--- src/rtl/hamfix_pkg.sv ---
package hamfix_pkg;

  // Largest word width the unit supports, and the syndrome width it needs.
  localparam int MAX_W  = 30;
  localparam int MAX_SW = 5;

  // Coverage mask of check group k for a word of n bits.
  // Bit p-1 is set when 1-indexed position p is at most n and has bit k set.
  function automatic logic [MAX_W-1:0] group_mask(input int k, input int n);
    logic [MAX_W-1:0] m;
    m = '0;
    for (int p = 1; p <= MAX_W; p++) begin
      if (p <= n && ((p >> k) & 1) == 1) m[p-1] = 1'b1;
    end
    return m;
  endfunction

  // Classification of a syndrome against the word width.
  typedef enum logic [1:0] {
    SYN_CLEAN = 2'd0,
    SYN_FIX   = 2'd1,
    SYN_BAD   = 2'd2
  } syn_class_e;

endpackage

--- src/rtl/hamfix_syndrome.sv ---
module hamfix_syndrome #(
  parameter int N  = 6,
  parameter int SW = $clog2(N + 1)
) (
  input  logic [N-1:0]  word,
  output logic [SW-1:0] syn
);
  import hamfix_pkg::*;

  // One parity tree per check group.
  for (genvar k = 0; k < SW; k++) begin : g_grp
    localparam logic [MAX_W-1:0] FULL_MASK = group_mask(k, N);
    localparam logic [N-1:0]     MASK      = FULL_MASK[N-1:0];
    assign syn[k] = ^(word & MASK);
  end
endmodule

--- src/rtl/hamfix_correct.sv ---
module hamfix_correct #(
  parameter int N  = 6,
  parameter int SW = $clog2(N + 1)
) (
  input  logic [N-1:0]           word,
  input  logic [SW-1:0]          syn,
  output hamfix_pkg::syn_class_e cls,
  output logic                   fixable,
  output logic [N-1:0]           fixed_word
);
  import hamfix_pkg::*;

  logic [N-1:0] flip;
  logic         in_range;

  // Decode the syndrome into a one-hot flip vector over the real positions.
  for (genvar i = 0; i < N; i++) begin : g_flip
    assign flip[i] = (syn == SW'(i + 1));
  end

  assign in_range = (int'(syn) <= N);

  always_comb begin
    if (syn == '0)    cls = SYN_CLEAN;
    else if (in_range) cls = SYN_FIX;
    else              cls = SYN_BAD;
  end

  assign fixable    = (cls != SYN_BAD);
  assign fixed_word = (cls == SYN_FIX) ? (word ^ flip) : word;
endmodule

--- src/rtl/hamfix_outreg.sv ---
module hamfix_outreg #(
  parameter int N = 6
) (
  input  logic         clk,
  input  logic         rst,
  input  logic         load,
  input  logic [N:0]   d,
  output logic         q_valid,
  output logic [N:0]   q
);
  always_ff @(posedge clk) begin
    if (rst) begin
      q_valid <= 1'b0;
      q       <= '0;
    end else begin
      q_valid <= load;
      if (load) q <= d;
    end
  end
endmodule

--- src/rtl/hamfix_top.sv ---
module hamfix_top #(
  parameter int N = 6
) (
  input  logic         clk,
  input  logic         rst,
  input  logic         in_valid,
  output logic         in_ready,
  input  logic [N-1:0] in_word,
  output logic         out_valid,
  output logic [N:0]   out_result
);
  import hamfix_pkg::*;

  localparam int SW = $clog2(N + 1);

  logic [SW-1:0] syn;
  syn_class_e    cls;
  logic          fixable;
  logic [N-1:0]  fixed_word;
  logic          accept;

  // Named events, brought out for the checker.
  logic syn_zero;
  logic fix_apply;
  logic no_fix;

  hamfix_syndrome #(.N(N), .SW(SW)) u_syn (
    .word (in_word),
    .syn  (syn)
  );

  hamfix_correct #(.N(N), .SW(SW)) u_cor (
    .word       (in_word),
    .syn        (syn),
    .cls        (cls),
    .fixable    (fixable),
    .fixed_word (fixed_word)
  );

  assign in_ready  = !rst;
  assign accept    = in_valid && in_ready;
  assign syn_zero  = (cls == SYN_CLEAN);
  assign fix_apply = (cls == SYN_FIX);
  assign no_fix    = (cls == SYN_BAD);

  hamfix_outreg #(.N(N)) u_reg (
    .clk     (clk),
    .rst     (rst),
    .load    (accept),
    .d       ({fixable, fixed_word}),
    .q_valid (out_valid),
    .q       (out_result)
  );
endmodule

--- config.mk ---
export PLATFORM = sky130hd
export DESIGN_NAME = hamfix_top
export DESIGN_NICKNAME = d
export VERILOG_FILES = /design/src/rtl/hamfix_pkg.sv /design/src/rtl/hamfix_syndrome.sv /design/src/rtl/hamfix_correct.sv /design/src/rtl/hamfix_outreg.sv /design/src/rtl/hamfix_top.sv
export SDC_FILE = /design/constraint.sdc
export NUM_CORES = 1
export LEC_CHECK = 0
export BUFFER_PORTS_ARGS = -buffer_cell sky130_fd_sc_hd__buf_2
export CORE_AREA = 2 2 40 42
export DETAILED_ROUTE_END_ITERATION = 12
export DIE_AREA = 0 0 42 44
export GPL_ROUTABILITY_DRIVEN = 0
export PLACE_DENSITY = 0.7
export SETUP_SLACK_MARGIN = 0.1
export SYNTH_ARGS = -nofsm -noshare
export SYNTH_HDL_FRONTEND = slang
export SYNTH_HIERARCHICAL = 1
export SYNTH_SLANG_ARGS = --single-unit
export TNS_END_PERCENT = 100
--- constraint.sdc ---
create_clock -name clk -period 1.7 [get_ports clk]
set_input_delay 0 -clock clk [delete_from_list [all_inputs] [get_ports clk]]
set_output_delay 0 -clock clk [all_outputs]
set_load 0.03 [all_outputs]
==> results.sh <==
export IMPL_fin_crit_ns=1.08
export IMPL_clockBufferDepth=2
export IMPL_cp_required_ns=1.85
export IMPL_fin_nets=73
export IMPL_cpPeakStageDelay_ns=0.51
export IMPL_cts_sinks=8
export IMPL_crit_arrival_ns=1.23
export IMPL_area_growth_pct=26.0
export IMPL_cts_tree="yes"
export IMPL_setup_viol=0
export IMPL_drtIter0Drc=6
export IMPL_peakVddDrop_v=0.000369
export IMPL_p_leak_nw=0.287
export IMPL_wl_per_cell_microns=12.0
export IMPL_die_area_sq_um=1850
export IMPL_cts_setup_buffers=0
export IMPL_final_area_sq_um=582
export IMPL_initial_core_util_pct=32.5
export IMPL_netlist_instances=43
export IMPL_syn_area_per_cell_sq_um=10.7
export IMPL_final_hold_viol_count=0
export IMPL_grt_max_degree=11
export IMPL_startpoint_type="primary input"
export IMPL_drv_cap=0
export IMPL_outcome="completed"
export IMPL_h_tree_depth=1
export IMPL_grt_overflow_total=0
export IMPL_hp_class="in2reg"
export IMPL_clock_skew_ns=0
export IMPL_yosysWarningCount=6
export IMPL_drive_above_1_share_pct=33.9
export IMPL_max_clock_freq_ghz=0.929
export IMPL_p_int_mw=0.356
export IMPL_fin_crit_sh_pct=63.3
export IMPL_critical_path_class="in2reg"
export IMPL_fill_cells=144
export IMPL_antenna_cells=0
export IMPL_syn_cell_area_sq_um=462
export IMPL_grt_pass1_wl_mm=1.47
export IMPL_rsz0062_at_grt="false"
export IMPL_worst_path_buf_inv=1
export IMPL_worst_pin_slew_ns=0.262
export IMPL_wirelength_microns=938
export IMPL_viasPerCell=4.67
export IMPL_core_sq_um=1420
export IMPL_insertion_delay_ns=0.26
export IMPL_grt_pass1_vias=327
export IMPL_cp_end_kind="flip-flop"
export IMPL_critPathSlowestCell="xor3_1"
export IMPL_finalSetupTns_ns=0
export IMPL_drc=0
export IMPL_relSlewSlack_pct=82.5
export IMPL_power_density_nw_per_um2=890
export IMPL_p_comb_share_pct=31.6
export IMPL_power_frac_seq_pct=39.9
export IMPL_clock_power_share_pct=28.5
export IMPL_p_total_mw=0.518
export IMPL_cts_resized=0
export IMPL_syn_nets=52
export IMPL_path_max_fanout=7
export IMPL_p_sw_share_pct=31.3
export IMPL_ios=18
export IMPL_grtUsageTotal_pct=11.7
export IMPL_die_y_microns=44
export IMPL_num_rows=14
export IMPL_path_cells="buf_2 -> xor3_1 -> nor3b_1 -> xor2_1 -> mux2i_1 -> nor2_1"
export IMPL_drtPass1Iterations=4
export IMPL_vias=364
export IMPL_path_delay_family="XOR/XNOR gates"
export IMPL_numPortBuffers=17
export IMPL_die_w_microns=42
export IMPL_cts_root_buffer="clkbuf_4"
export IMPL_report_final_slew_viol_count=0
export IMPL_hpwl_microns=724
export IMPL_antenna_found_initial=0
export IMPL_clk_pin_slew_ns=0.06
export IMPL_p_sw_mw=0.162
export IMPL_drtAntennaViolNets=0
export IMPL_placed_area_sq_um=559
export IMPL_utilization_pct=41.0
export IMPL_cts_inserted_buffers=3
export IMPL_postCtsHoldBufs=0
-- cells in the final DEF (no fill, tap or decap) --
cell      instances
xor3_1            3
buf_4             1
nand3b_1          3
clkbuf_4          3
nor3b_1           3
xnor2_1           3
nor2b_1           2
buf_2            17
nor2_1            7
dfxtp_1           8
mux2i_1           7
inv_1             1
nand3_1           1
xor2_1            3
-- worst paths after layout --
kind	start	endpoint	slack, ns	cells past startpoint
worst min-delay path	rst	u_reg/q[1]	0.04	2
worst max-delay path	in_word[5]	u_reg/q[1]	0.62	6
worst min register to register	u_reg/q[1]	u_reg/q[1]	0.49	2
worst max register to register	u_reg/q[0]	u_reg/q[0]	1.10	2
-- state kept, by name (all words and copies together), names as in the netlist --
signal and count:
u_reg/q_valid 1, u_reg/q 7
-- worst reg2reg max path, stage by stage, from the launching register on --
cell and delay (ns):
dfxtp_1 0.31, mux2i_1 0.13, nor2_1 0.05
-- per-stage QoR --
step,std cells,hold slack [ns],setup WS [ns]
after global placement,75,0.304,0.364
final,78,0.0350,0.623
after CTS,78,0.0296,0.616
after global routing,78,0.0349,0.487
after detailed placement,75,0.310,0.346
after floorplan,43,0.110,0.619
-- area by class of cell --
class / instances / area, sq um / share of cell area [%]
Clock buffer: 3 / 22.5 / 3.87
Sequential cell: 8 / 160 / 27.5
Inverter: 1 / 3.75 / 0.645
Tap cell: 16 / 20.0 / 3.44
Timing Repair Buffer: 18 / 92.6 / 15.9
Multi-Input combinational cell: 32 / 283 / 48.6
-- power by group through the flow --
stage                     registers [mW]  clock network (mW)  logic, mW
after floorplan                    0.237                   0     0.0969
after global placement             0.210                   0      0.162
after detailed placement           0.211                   0      0.165
after CTS                          0.207               0.158      0.166
after global routing               0.208               0.171      0.177
final                              0.207               0.147      0.164
-- layer usage --
layer,wire length [microns],vias up,global-route usage (%)
li1,-,182,-
met2,457,15,19.7
met3,74,2,8.33
met5,0,-,0
met1,386,165,10.7
met4,19,0,5.81
Note: power is estimated with default switching activity, not from simulation.
